File: src/rtl/spi_ctl_pkg.sv
package spi_ctl_pkg;
  typedef enum logic [2:0] {
    PH_IDLE  = 3'd0,
    PH_HDR   = 3'd1,
    PH_WRITE = 3'd2,
    PH_READ  = 3'd3,
    PH_SKIP  = 3'd4
  } phase_e;
endpackage

File: src/rtl/spi_ctl_sync.sv
module spi_ctl_sync #(
  parameter int   STAGES  = 2,
  parameter logic RST_VAL = 1'b0
) (
  input  logic clk_i,
  input  logic rst_ni,
  input  logic d_i,
  output logic q_o
);
  logic [STAGES-1:0] chain_q;

  for (genvar g = 0; g < STAGES; g++) begin : g_stage
    always_ff @(posedge clk_i or negedge rst_ni) begin
      if (!rst_ni) chain_q[g] <= RST_VAL;
      else if (g == 0) chain_q[g] <= d_i;
      else chain_q[g] <= chain_q[(g == 0) ? 0 : g-1];
    end
  end

  assign q_o = chain_q[STAGES-1];
endmodule

File: src/rtl/spi_ctl_edge.sv
module spi_ctl_edge (
  input  logic clk_i,
  input  logic rst_ni,
  input  logic sig_i,
  output logic rise_o,
  output logic fall_o
);
  logic prev_q;

  always_ff @(posedge clk_i or negedge rst_ni) begin
    if (!rst_ni) prev_q <= 1'b0;
    else prev_q <= sig_i;
  end

  assign rise_o = sig_i & ~prev_q;
  assign fall_o = ~sig_i & prev_q;
endmodule

File: src/rtl/spi_ctl_frame.sv
module spi_ctl_frame
  import spi_ctl_pkg::*;
#(
  parameter int DATA_W             = 8,
  parameter logic [DATA_W-2:0] DEV_ADDR = '0
) (
  input  logic              clk_i,
  input  logic              rst_ni,
  input  logic              cs_s_i,
  input  logic              sclk_rise_i,
  input  logic              sclk_fall_i,
  input  logic              sdi_s_i,
  input  logic              drained_i,
  input  logic              rd_valid_i,
  input  logic [DATA_W-1:0] rd_data_i,
  output phase_e            phase_o,
  output logic [$clog2(DATA_W)-1:0] bit_cnt_o,
  output logic              wr_valid_o,
  output logic [DATA_W-1:0] wr_data_o,
  output logic              rd_pop_o,
  output logic              sdo_o,
  output logic              sdo_oe_o
);
  localparam int BIT_W = $clog2(DATA_W);
  localparam logic [BIT_W-1:0] LAST = BIT_W'(DATA_W-1);

  phase_e            phase_q;
  logic [BIT_W-1:0]  bit_cnt_q;
  logic [DATA_W-1:0] rx_sr_q, tx_byte_q;
  logic              cs_prev_q, sdo_q;
  logic [DATA_W-1:0] rx_next;
  logic              cs_fall;

  assign rx_next = {rx_sr_q[DATA_W-2:0], sdi_s_i};
  assign cs_fall = cs_prev_q & ~cs_s_i;

  always_ff @(posedge clk_i or negedge rst_ni) begin
    if (!rst_ni) begin
      phase_q    <= PH_IDLE;
      bit_cnt_q  <= '0;
      rx_sr_q    <= '0;
      tx_byte_q  <= '0;
      cs_prev_q  <= 1'b1;
      sdo_q      <= 1'b0;
      wr_valid_o <= 1'b0;
      wr_data_o  <= '0;
      rd_pop_o   <= 1'b0;
    end else begin
      cs_prev_q  <= cs_s_i;
      wr_valid_o <= 1'b0;
      rd_pop_o   <= 1'b0;
      if (cs_s_i) begin
        phase_q <= PH_IDLE;
      end else if (cs_fall) begin
        phase_q   <= PH_HDR;
        bit_cnt_q <= '0;
      end else if (sclk_rise_i) begin
        bit_cnt_q <= bit_cnt_q + 1'b1;
        if (phase_q != PH_READ) rx_sr_q <= rx_next;
        if (bit_cnt_q == LAST) begin
          bit_cnt_q <= '0;
          unique case (phase_q)
            PH_HDR: begin
              if (rx_sr_q[DATA_W-2:0] != DEV_ADDR) phase_q <= PH_SKIP;
              else if (sdi_s_i) phase_q <= PH_READ;
              else phase_q <= PH_WRITE;
            end
            PH_WRITE: begin
              wr_valid_o <= 1'b1;
              wr_data_o  <= rx_next;
            end
            default: ;
          endcase
          // fetch next outbound byte: after header read bit or at end of each read byte
          if ((phase_q == PH_HDR && rx_sr_q[DATA_W-2:0] == DEV_ADDR && sdi_s_i)
              || phase_q == PH_READ) begin
            if (rd_valid_i && !drained_i) begin
              tx_byte_q <= rd_data_i;
              rd_pop_o  <= 1'b1;
            end else begin
              tx_byte_q <= '0;
            end
          end
        end
      end else if (sclk_fall_i && phase_q == PH_READ) begin
        sdo_q <= tx_byte_q[LAST - bit_cnt_q];
      end
    end
  end

  assign phase_o   = phase_q;
  assign bit_cnt_o = bit_cnt_q;
  assign sdo_oe_o  = (phase_q == PH_READ);
  assign sdo_o     = sdo_oe_o ? sdo_q : 1'b0;
endmodule

File: src/rtl/spi_ctl_irq.sv
module spi_ctl_irq #(
  parameter int DATA_W = 8
) (
  input  logic clk_i,
  input  logic rst_ni,
  input  logic in_read_i,
  input  logic sclk_rise_i,
  input  logic [$clog2(DATA_W)-1:0] bit_cnt_i,
  input  logic rd_valid_i,
  output logic irq_no,
  output logic drained_o
);
  localparam int BIT_W = $clog2(DATA_W);
  localparam logic [BIT_W-1:0] REL_BIT = BIT_W'(DATA_W-2);

  logic hold_q, drained_q, irq_n_q;
  logic release_now, hold_next;

  assign release_now = in_read_i & sclk_rise_i & (bit_cnt_i == REL_BIT) & ~rd_valid_i;
  assign hold_next   = release_now | (hold_q & ~sclk_rise_i);

  always_ff @(posedge clk_i or negedge rst_ni) begin
    if (!rst_ni) begin
      hold_q    <= 1'b0;
      drained_q <= 1'b0;
      irq_n_q   <= 1'b1;
    end else begin
      hold_q  <= hold_next;
      irq_n_q <= hold_next | ~rd_valid_i;
      if (!in_read_i) drained_q <= 1'b0;
      else if (release_now) drained_q <= 1'b1;
    end
  end

  assign irq_no    = irq_n_q;
  assign drained_o = drained_q;
endmodule

File: src/rtl/spi_ctl_slave.sv
module spi_ctl_slave
  import spi_ctl_pkg::*;
#(
  parameter int DATA_W      = 8,
  parameter int SYNC_STAGES = 2,
  parameter logic [DATA_W-2:0] DEV_ADDR = 7'h35
) (
  input  logic              clk_i,
  input  logic              rst_ni,
  input  logic              cs_ni,
  input  logic              sclk_i,
  input  logic              sdi_i,
  output logic              sdo_o,
  output logic              sdo_oe_o,
  output logic              irq_no,
  output logic              wr_valid_o,
  output logic [DATA_W-1:0] wr_data_o,
  input  logic              rd_valid_i,
  input  logic [DATA_W-1:0] rd_data_i,
  output logic              rd_pop_o
);
  localparam int BIT_W = $clog2(DATA_W);

  logic cs_s, sclk_s, sdi_s;
  logic sclk_rise, sclk_fall;
  logic drained, in_read;
  phase_e phase;
  logic [BIT_W-1:0] bit_cnt;

  spi_ctl_sync #(.STAGES(SYNC_STAGES), .RST_VAL(1'b1)) u_sync_cs (
    .clk_i(clk_i), .rst_ni(rst_ni), .d_i(cs_ni), .q_o(cs_s));
  spi_ctl_sync #(.STAGES(SYNC_STAGES), .RST_VAL(1'b0)) u_sync_sclk (
    .clk_i(clk_i), .rst_ni(rst_ni), .d_i(sclk_i), .q_o(sclk_s));
  spi_ctl_sync #(.STAGES(SYNC_STAGES), .RST_VAL(1'b0)) u_sync_sdi (
    .clk_i(clk_i), .rst_ni(rst_ni), .d_i(sdi_i), .q_o(sdi_s));

  spi_ctl_edge u_sclk_edge (
    .clk_i(clk_i), .rst_ni(rst_ni), .sig_i(sclk_s),
    .rise_o(sclk_rise), .fall_o(sclk_fall));

  spi_ctl_frame #(.DATA_W(DATA_W), .DEV_ADDR(DEV_ADDR)) u_frame (
    .clk_i(clk_i), .rst_ni(rst_ni), .cs_s_i(cs_s),
    .sclk_rise_i(sclk_rise), .sclk_fall_i(sclk_fall), .sdi_s_i(sdi_s),
    .drained_i(drained), .rd_valid_i(rd_valid_i), .rd_data_i(rd_data_i),
    .phase_o(phase), .bit_cnt_o(bit_cnt),
    .wr_valid_o(wr_valid_o), .wr_data_o(wr_data_o), .rd_pop_o(rd_pop_o),
    .sdo_o(sdo_o), .sdo_oe_o(sdo_oe_o));

  assign in_read = (phase == PH_READ);

  spi_ctl_irq #(.DATA_W(DATA_W)) u_irq (
    .clk_i(clk_i), .rst_ni(rst_ni), .in_read_i(in_read),
    .sclk_rise_i(sclk_rise), .bit_cnt_i(bit_cnt), .rd_valid_i(rd_valid_i),
    .irq_no(irq_no), .drained_o(drained));
endmodule

File: config.mk
export PLATFORM = sky130hd
export DESIGN_NAME = spi_ctl_slave
export DESIGN_NICKNAME = d
export VERILOG_FILES = /design/src/rtl/spi_ctl_pkg.sv /design/src/rtl/spi_ctl_sync.sv /design/src/rtl/spi_ctl_edge.sv /design/src/rtl/spi_ctl_frame.sv /design/src/rtl/spi_ctl_irq.sv /design/src/rtl/spi_ctl_slave.sv
export SDC_FILE = /design/constraint.sdc
export NUM_CORES = 1
export LEC_CHECK = 0
export ABC_AREA = 0
export BUFFER_PORTS_ARGS = -buffer_cell sky130_fd_sc_hd__buf_2
export CAP_MARGIN = 20
export CORE_MARGIN = 2
export CORE_UTILIZATION = 40
export CTS_BUF_LIST = sky130_fd_sc_hd__clkbuf_4
export DETAILED_ROUTE_END_ITERATION = 6
export SETUP_SLACK_MARGIN = 0.1
export SYNTH_ARGS = -nofsm -noshare
export SYNTH_HDL_FRONTEND = slang
export SYNTH_SLANG_ARGS = --single-unit
File: constraint.sdc
create_clock -name clk_i -period 4 [get_ports clk_i]
set_input_delay 0.2 -clock clk_i [delete_from_list [all_inputs] [get_ports clk_i]]
set_output_delay 0.2 -clock clk_i [all_outputs]
set_load 0.05 [all_outputs]
==> results.ini, run 1 <==
[synthesis]
synth.yosys.seq_area_share_pct=58.98
synth_top_area_share_pct=53.24
synth_cells=148
async_flop_share_pct=100.0
yosysMostFrequentCell=dfrtp_1
syn_area_um2=1833
synth_ff_type=dfrtp_1
ys_warn_count=0
synth_edf_count=0
synth_common_cells=dfrtp_1 (39), nand2_1 (16), mux2_2 (15)
synthTopCellsByArea=dfrtp_1 (53%), mux2_2 (9.2%), dfstp_2 (5.7%)
synth-seq-cells=43
syn_nets=165
yosysUniqueCellTypes=33
avgSynthCellArea_um2=12.39
yosysTopAreaCell=dfrtp_1

[finish]
area_growth_pct=16.04
drive_above_1_share_pct=32.97
nNetsFinal=198
antenna_cells=0
final_area_um2=2127

[die]
die_area_um2=5140
core_um2=4384
die_w_um=71.70
rows=24
die_h_um=71.70
ios=27
initial_core_util_pct=41.81

[worst_setup_path]
slowest_stage=dfrtp_1
crit_fanout=7
reg2reg_depth=4
path_cells=nor2b_1, nand2_1, inv_1, buf_2
crit_path_end_kind=output pin
required_ps=3800
arrival_ps=1720
slowest_delay_ps=440
startpoint_type=flop
path_class=reg2out

[placement]
gp_congestion=0.8240
placed_cell_area_um2=2016
portBuffers=26
hpwl_mm=2.410

[pwr]
peakVddDrop_uv=215.0
p_per_area_nw_per_um2=398.0
p_leak_nw=1.035
power_mw=0.8466

[min_path]
min_path_type=in2async

[sta]
hold_viol_final=32
slew_viol_final=0
rsz0062_at_grt=false
slew_headroom_pct=36.89
setup_viol=0
finalClockSkew_ps=19.31
tightest_slew_ps=946.6
whs_ps=-24.72
fmax_ghz=0.5219
fin_crit_sh_pct=47.91
finalCriticalPeriod_ps=1916
tns_ps=0

[global_route]
grt_pass1_wl_mm=5.802
antenna_found_initial=0
grt_pass1_vias=1207
grt.total_usage_pct=14.83
gr-total-overflow=0
grt_max_degree=44

[routing]
vias=1224
wire_per_inst_um=14.78
avgViaCountPerCell=5.231
drt_pass1_iterations=4
postRouteAntennaNets=0
drc=0
drt_iter0_markers=87
wl_mm=3.458

[clock_network]
path_clk_slew_ps=130
clock_latency_ps=360
cts_buffer_depth=2
cts_buffers=5
h-tree-depth=2
cts_tree=done
numClockSinks=43
cts_root_buf=clkbuf_4

[job]
cap_violations=0

[outcome]
status=finished, violations left
violations=hold timing

[final cells by class]
class	instances	area, µm²
Clock buffer	5	37.54
Clock inverter	3	43.79
Fill cell	401	2257
Inverter	13	48.80
Multi-Input combinational cell	89	690.7
Sequential cell	43	1081
Tap cell	52	65.06
Timing Repair Buffer	29	160.2
[stage by stage]
stage | instances | setup slack (ps) | util, %
2_1_floorplan | 148 | 2413 | -
3_3_place_gp | 223 | 2216 | 45.98
3_5_place_dp | 223 | 2164 | 45.98
4_1_cts | 234 | 2120 | 48.52
5_1_grt | 234 | 1948 | 48.52
6_report | 234 | 2084 | 48.52
[power by group]
| group | switching (mW) | internal, mW | total, mW |
|---|---|---|---|
| registers | 0.0336 | 0.465 | 0.498 |
| logic | 0.0336 | 0.0380 | 0.0716 |
| clock network | 0.145 | 0.132 | 0.277 |
| total | 0.212 | 0.634 | 0.847 |
[registers in the layout, summed over array words and instances (netlist names), 3 cells and up]
signal and cells:
u_frame.tx_byte_q 8, u_frame.wr_data_o 8, u_frame.rx_sr_q 7, u_frame.bit_cnt_o 3, u_frame.phase_o 3
[critical path, delay by kind of cell, from the launching register on]
| family | cells | cell delay [ps] |
|---|---|---|
| and+or+nand+nor | 2 | 580 |
| DFF | 1 | 440 |
| buffers and inverters | 2 | 350 |
[what timing repair did]
action                    CTS  global route
hold buffers                3             0
resized for setup           0             0
hold endpoints to repair    3             0
setup buffers               0             0
[kinds of logic (layout without fill, tap and decap cells)]
logic type | after synthesis | count (layout) | share of synthesized area (%)
DFF | 43 | 43 | 58.98
and+or+nand+nor | 45 | 45 | 13.52
buffers and inverters | 16 | 50 | 3.345
muxes | 26 | 26 | 16.59
adders and majority gates | 3 | 3 | 2.048
AOI/OAI and AO/OA | 15 | 15 | 5.529
[per-layer routing]
metal / track usage (%) / part of all wire (%) / up-vias
li1: - / - / 585
met1: 19.65 / 47 / 603
met2: 22.33 / 47 / 29
met3: 4.923 / 4.8 / 7
met4: 6.499 / 1.7 / 0
met5: 0 / 0 / -
[placed cells by master (no fill, tap or decap), types with 5 or more instances in the layout]
cell / count
buf_2: 26
clkbuf_4: 5
dfrtp_1: 39
inv_1: 13
mux2_2: 15
mux2i_1: 9
nand2_1: 16
nand3_1: 5
nor2_1: 6
[final timing paths]
path	start	endpoint	slack (ps)
min in group clk_i	rd_data_i[0]	u_frame.tx_byte_q[0]$_DFFE_PN0P_	70
max in group asynchronous	rst_ni	u_sync_sclk.q_o$_DFF_PN0_	3420
hold reg to reg	u_sync_cs.chain_q[0]$_DFF_PN1_	u_sync_cs.q_o$_DFF_PN1_	370
setup / recovery	u_frame.phase_o[2]$_DFFE_PN0P_	sdo_oe_o	2080
setup reg to reg	u_frame.phase_o[2]$_DFFE_PN0P_	u_frame.rx_sr_q[4]$_DFFE_PN0P_	2140
hold / removal	rst_ni	u_frame.bit_cnt_o[0]$_DFFE_PN0P_	-20
No activity file was read; power rests on OpenSTA's default activity.
==> run 2: changes to the inputs <==
==> constraint.sdc (replaced) <==
create_clock -name clk_i -period 1.6 [get_ports clk_i]
set_input_delay 0.08 -clock clk_i [delete_from_list [all_inputs] [get_ports clk_i]]
set_output_delay 0.08 -clock clk_i [all_outputs]
set_load 0.05 [all_outputs]
==> results.ini, run 2 (synthesized netlist as in run 1, its figures left out) <==
[routing]
drc=0  ; unchanged
drt_iter0_markers=21  ; -76%
wl_mm=3.733  ; +8.0%
postRouteAntennaNets=0  ; unchanged
wl_met2_mm=1.889  ; +17%
wire_per_inst_um=14.14  ; -4.3%
met3WireLength_um=119  ; -28%
vias=1319  ; +7.8%
top_layer=met4
wl_met1_mm=1.681  ; +3.7%
avgViaCountPerCell=4.996  ; -4.5%
drt_pass1_iterations=4  ; unchanged

[pwr]
p_leak_nw=1.168  ; +13%
p_per_area_nw_per_um2=849.1  ; +110%
peakVddDrop_uv=436.3  ; +100%

[sta]
setup_viol=0  ; unchanged
fmax_ghz=0.6604
tightest_slew_ps=388.9  ; -557.7 ps
rsz0062_at_grt=true
whs_ps=122.9  ; +147.6 ps
slew_viol_final=0  ; unchanged
slew_headroom_pct=74.07  ; +37 points
finalClockSkew_ps=10.39  ; -8.921 ps
tns_ps=0  ; unchanged
hold_viol_final=0  ; -100%
final_critical_path_setup_slack_ps=85.70  ; -1998 ps
fin_crit_sh_pct=94.64
finalCriticalPeriod_ps=1514

[worst_setup_path]
required_ps=1860  ; -1940 ps
path_cells=ha_2, ha_4, nor2b_1, nand3_1, nor2_1, a2111oi_2
arrival_ps=1780  ; +60 ps
slowest_delay_ps=420  ; -20 ps
crit_path_end_kind=flop
path_class=reg2reg
slowest_stage=dfrtp_2
crit_fanout=3  ; -4
startpoint_type=flop

[min_path]
min_path_type=in2async

[global_route]
grt_pass1_vias=1449  ; +20%
gr-total-overflow=0  ; unchanged
grt.total_usage_pct=16.55  ; +1.7 points
grt_max_degree=18  ; -59%
antenna_found_initial=0  ; unchanged
grt_pass1_wl_mm=6.610  ; +14%

[clock_network]
cts_buffer_depth=2  ; unchanged
clock_latency_ps=360  ; about the same
cts_root_buf=clkbuf_4
cts_tree=done
path_clk_slew_ps=130  ; about the same
cts_buffers=5  ; unchanged
numClockSinks=43  ; unchanged
h-tree-depth=2  ; unchanged

[finish]
largestRegisters=u_frame.tx_byte_q: 8 flops, u_frame.wr_data_o: 8 flops, u_frame.rx_sr_q: 7 flops
final_core_util_pct=56.08  ; +7.6 points
mostFrequentLayoutCell=dfrtp_1
nNetsFinal=228  ; +15%
area_growth_pct=34.13
mostFrequentLayoutCells=dfrtp_1 (38), buf_2 (24), nand2_1 (16), buf_4 (16), mux2_2 (15)
drive_above_1_share_pct=42.92  ; +10 points
antenna_cells=0  ; unchanged

[die]
core_um2=4384  ; unchanged
die_h_um=71.70  ; unchanged
initial_core_util_pct=41.81  ; unchanged
die_area_um2=5140  ; unchanged
rows=24  ; unchanged
ios=27  ; unchanged
die_w_um=71.70  ; unchanged

[job]
cap_violations=0  ; unchanged

[placement]
dp_slack_ps=-6.674  ; -2171 ps
gp_congestion=0.8866  ; +7.6%
portBuffers=26  ; unchanged
hpwl_mm=2.652  ; +10%

[outcome]
status=completed

## run 2: worst paths after layout
path | end | start | slack (ps) | depth (start not counted)
max in group asynchronous | u_sync_cs.q_o$_DFF_PN1_ | rst_ni | 920 | 3
worst min-delay path | u_irq.drained_o$_DFFE_PN0P_ | rst_ni | 120 | 2
worst max-delay path | u_frame.phase_o[2]$_DFFE_PN0P_ | u_frame.bit_cnt_o[1]$_DFFE_PN0P_ | 90 | 6
min in group clk_i | u_sync_cs.q_o$_DFF_PN1_ | u_sync_cs.chain_q[0]$_DFF_PN1_ | 360 | 0
worst min register to register | u_sync_cs.q_o$_DFF_PN1_ | u_sync_cs.chain_q[0]$_DFF_PN1_ | 360 | 0
worst max register to register | u_frame.phase_o[2]$_DFFE_PN0P_ | u_frame.bit_cnt_o[1]$_DFFE_PN0P_ | 90 | 6
## run 2: area by class of cell
cell class | instances | area [µm²]
Inverter | 13 | 48.80
Tap cell | 52 | 65.06
Clock buffer | 6 | 45.04
Multi-Input combinational cell | 89 | 749.5
Clock inverter | 2 | 12.51
Sequential cell | 43 | 1082
Timing Repair Buffer | 59 | 455.4
Fill cell | 354 | 1926
## run 2: metal layers
| metal | vias up | track usage (%) |
|---|---|---|
| li1 | 643 | - |
| met1 | 649 | 20.29 |
| met2 | 23 | 29.01 |
| met3 | 4 | 4.219 |
| met4 | 0 | 4.403 |
| met5 | - | 0 |
## run 2: worst max-delay path: cells and delay by family (launching register included)
kind	cells	cell delay [ps]
and+or+nand+nor	3	330
AOI/OAI and AO/OA	1	310
adders and majority gates	2	360
DFF	1	420
## run 2: report_power, final
group | switching (mW) | leakage (nW) | internal (mW)
clock network | 0.348 | 0.0317 | 0.187
logic | 0.148 | 0.614 | 0.183
registers | 0.0591 | 0.523 | 1.16
total | 0.556 | 1.17 | 1.53
## run 2: what timing repair did
action | in CTS | in global routing
pin swaps | 2 | 1
setup endpoints to repair | 26 | 29
setup buffers | 7 | 1
resized for setup | 11 | 9
hold buffers | 13 | 0
endpoints found under the hold margin | 52 | 0
## run 2: metrics by stage
step | instance area (µm²) | power (mW) | instances
detailed placement | 2142 | 1.494 | 235
CTS | 2421 | 2.088 | 263
global route | 2459 | 2.206 | 264
global placement | 2142 | 1.478 | 235
finish | 2459 | 2.088 | 264
floorplan | 1851 | 1.366 | 148
==> run 3: changes to the inputs <==
==> constraint.sdc (replaced) <==
create_clock -name clk_i -period 1.25 [get_ports clk_i]
set_input_delay 0.0625 -clock clk_i [delete_from_list [all_inputs] [get_ports clk_i]]
set_output_delay 0.0625 -clock clk_i [all_outputs]
set_load 0.05 [all_outputs]
==> results.ini, run 3 (synthesized netlist as in run 1, its figures left out) <==
[clock_network]
path_clk_slew_ps=140  ; about the same
cts_root_buf=clkbuf_4
cts_buffers=5  ; unchanged
numClockSinks=43  ; unchanged
clock_latency_ps=360  ; about the same
cts_buffer_depth=2  ; unchanged
cts_tree=done
h-tree-depth=2  ; unchanged

[pwr]
peakVddDrop_uv=728.6  ; +67%
p_per_area_nw_per_um2=978.0  ; +15%
p_leak_nw=1.371  ; +17%
power_mw=2.905  ; +39%

[finish]
seqCellArea_um2=1084  ; +0.12%
final_area_um2=2970  ; +21%
drive_above_1_share_pct=57.26  ; +14 points
area_growth_pct=62.05
antenna_cells=0  ; unchanged
mostFrequentLayoutCell=dfrtp_1
mostFrequentLayoutCells=dfrtp_1 (37), buf_4 (31), buf_2 (22)
multi_input_area_um2=969.7  ; +29%
nNetsFinal=257  ; +13%
n_fill_cell=319  ; -9.9%
largestRegisters=u_frame.tx_byte_q: 8 flops, u_frame.wr_data_o: 8 flops, u_frame.rx_sr_q: 7 flops

[placement]
gp_congestion=0.8125  ; -8.4%
placed_cell_area_um2=2341  ; +9.3%
portBuffers=26  ; unchanged
hpwl_mm=2.699  ; +1.8%

[worst_setup_path]
reg2reg_depth=5  ; -1
cp_top_family=simple AND/OR/NAND/NOR gates
crit_path_start=u_frame.bit_cnt_o[1]$_DFFE_PN0P_
arrival_ps=1760  ; -20 ps
crit_path_end_kind=flop
rr_startpoint=u_frame.bit_cnt_o[1]$_DFFE_PN0P_
slowest_delay_ps=430  ; about the same
required_ps=1540  ; -320 ps
ff2ff_setup_slack_ps=-220  ; -310 ps
path_cells=and3_4, nand3_4, nor4_4, buf_12, mux2i_1
slowest_stage=dfrtp_2
cp_num_cells=5  ; -1
path_class=reg2reg
startpoint_type=flop
crit_fanout=8  ; +5
critPathBufInv=1  ; +1
r2r_end=u_frame.tx_byte_q[7]$_DFFE_PN0P_
crit_end=u_frame.tx_byte_q[7]$_DFFE_PN0P_

[global_route]
grt_max_degree=44  ; +26
grt_pass1_wl_mm=6.948  ; +5.1%
gr-total-overflow=0  ; unchanged
grt.total_usage_pct=17.63  ; +1.1 points
grt_pass1_vias=1480  ; +2.1%
antenna_found_initial=0  ; unchanged

[die]
core_um2=4384  ; unchanged
die_h_um=71.70  ; unchanged
die_area_um2=5140  ; unchanged
rows=24  ; unchanged
initial_core_util_pct=41.81  ; unchanged
ios=27  ; unchanged
die_w_um=71.70  ; unchanged

[sta]
fin_crit_sh_pct=117.5  ; +23 points
hold_viol_final=0  ; unchanged
setup_viol=34  ; +34
whs_ps=177.5  ; +54.57 ps
tightest_slew_ps=302.9  ; -86.00 ps
fmax_ghz=0.6806  ; +3.1%
final_critical_path_setup_slack_ps=-219.4  ; -305.1 ps
rsz0062_at_grt=true
finalClockSkew_ps=15.54  ; +5.149 ps
finalCriticalPeriod_ps=1469  ; -44.94 ps
tns_ps=-5582  ; -5582 ps
slew_headroom_pct=79.76  ; +5.7 points
slew_viol_final=0  ; unchanged

[routing]
wl_mm=4.441  ; +19%
postRouteAntennaNets=0  ; unchanged
drc=0  ; unchanged
drt_iter0_markers=71  ; +240%
avgViaCountPerCell=5.007  ; +0.21%
drt_pass1_iterations=6  ; +2
vias=1467  ; +11%
wire_per_inst_um=15.16  ; +7.2%

[outcome]
status=finished, violations left
violations=setup timing

[min_path]
min_path_type=in2async

[job]
cap_violations=0  ; unchanged

run 3: cell types whose count changed in the layout (fill, tap and decap cells not counted), moves of 3 or more:
cell	previous run	this run
mux2_4	0	15
nor2_4	1	4
mux2_2	15	0
buf_8	0	3
buf_6	4	14
buf_4	16	31
run 3: repair_timing:
action	4_1_cts	5_1_grt
pin swaps	11	15
gates resized for setup	51	27
endpoints found under the setup margin	38	37
setup buffers	6	10
cloned	0	1
endpoints found under the hold margin	55	0
hold buffers	13	0
run 3: per-layer routing:
| metal | up-vias | GRT usage [%] | part of all wire, % |
|---|---|---|---|
| met2 | 32 | 27.98 | 49 |
| met3 | 9 | 4.360 | 2.7 |
| met5 | - | 0 | 0 |
| met4 | 0 | 6.918 | 2.6 |
| met1 | 728 | 23.38 | 46 |
| li1 | 698 | - | - |
run 3: layout make-up:
cell class / count / share of cell area [%]
clock buffer: 5 / 1.264
clock inverter: 3 / 0.6740
inverter: 13 / 1.727
multi-input combinational: 90 / 32.65
sequential: 43 / 36.48
tap: 52 / 2.190
timing repair buffer: 87 / 25.02
run 3: worst min path at each step:
stage | end | start
floorplan | u_frame.bit_cnt_o[0]$_DFFE_PN0P_ | rst_ni
global placement | u_frame.wr_data_o[5]$_DFFE_PN0P_ | rst_ni
detailed placement | u_frame.wr_data_o[7]$_DFFE_PN0P_ | rst_ni
CTS | u_frame.wr_data_o[7]$_DFFE_PN0P_ | rst_ni
global route | u_frame.wr_data_o[7]$_DFFE_PN0P_ | rst_ni
finish | u_frame.wr_data_o[7]$_DFFE_PN0P_ | rst_ni
run 3: worst reg2reg max path, cell delays in order, from the launching register on:
cell	delay (ps)
dfrtp_2	430
and3_4	230
nand3_4	100
nor4_4	270
buf_12	180
mux2i_1	190
run 3: through the flow:
stage / instances / worst slack (ps) / utilization, %
3_3_place_gp: 257 / -187.2 / 53.40
6_report: 293 / -219.4 / 67.75
5_1_grt: 293 / -305.3 / 67.75
3_5_place_dp: 257 / -417.6 / 53.40
4_1_cts: 284 / -237.1 / 63.53
2_1_floorplan: 148 / -310.6 / -
run 3: power by group:
group | leakage [nW] | switching (mW) | internal [mW] | total, mW
logic | 0.821 | 0.277 | 0.394 | 0.671
registers | 0.521 | 0.0618 | 1.49 | 1.55
clock network | 0.0288 | 0.467 | 0.216 | 0.683
total | 1.37 | 0.806 | 2.10 | 2.91
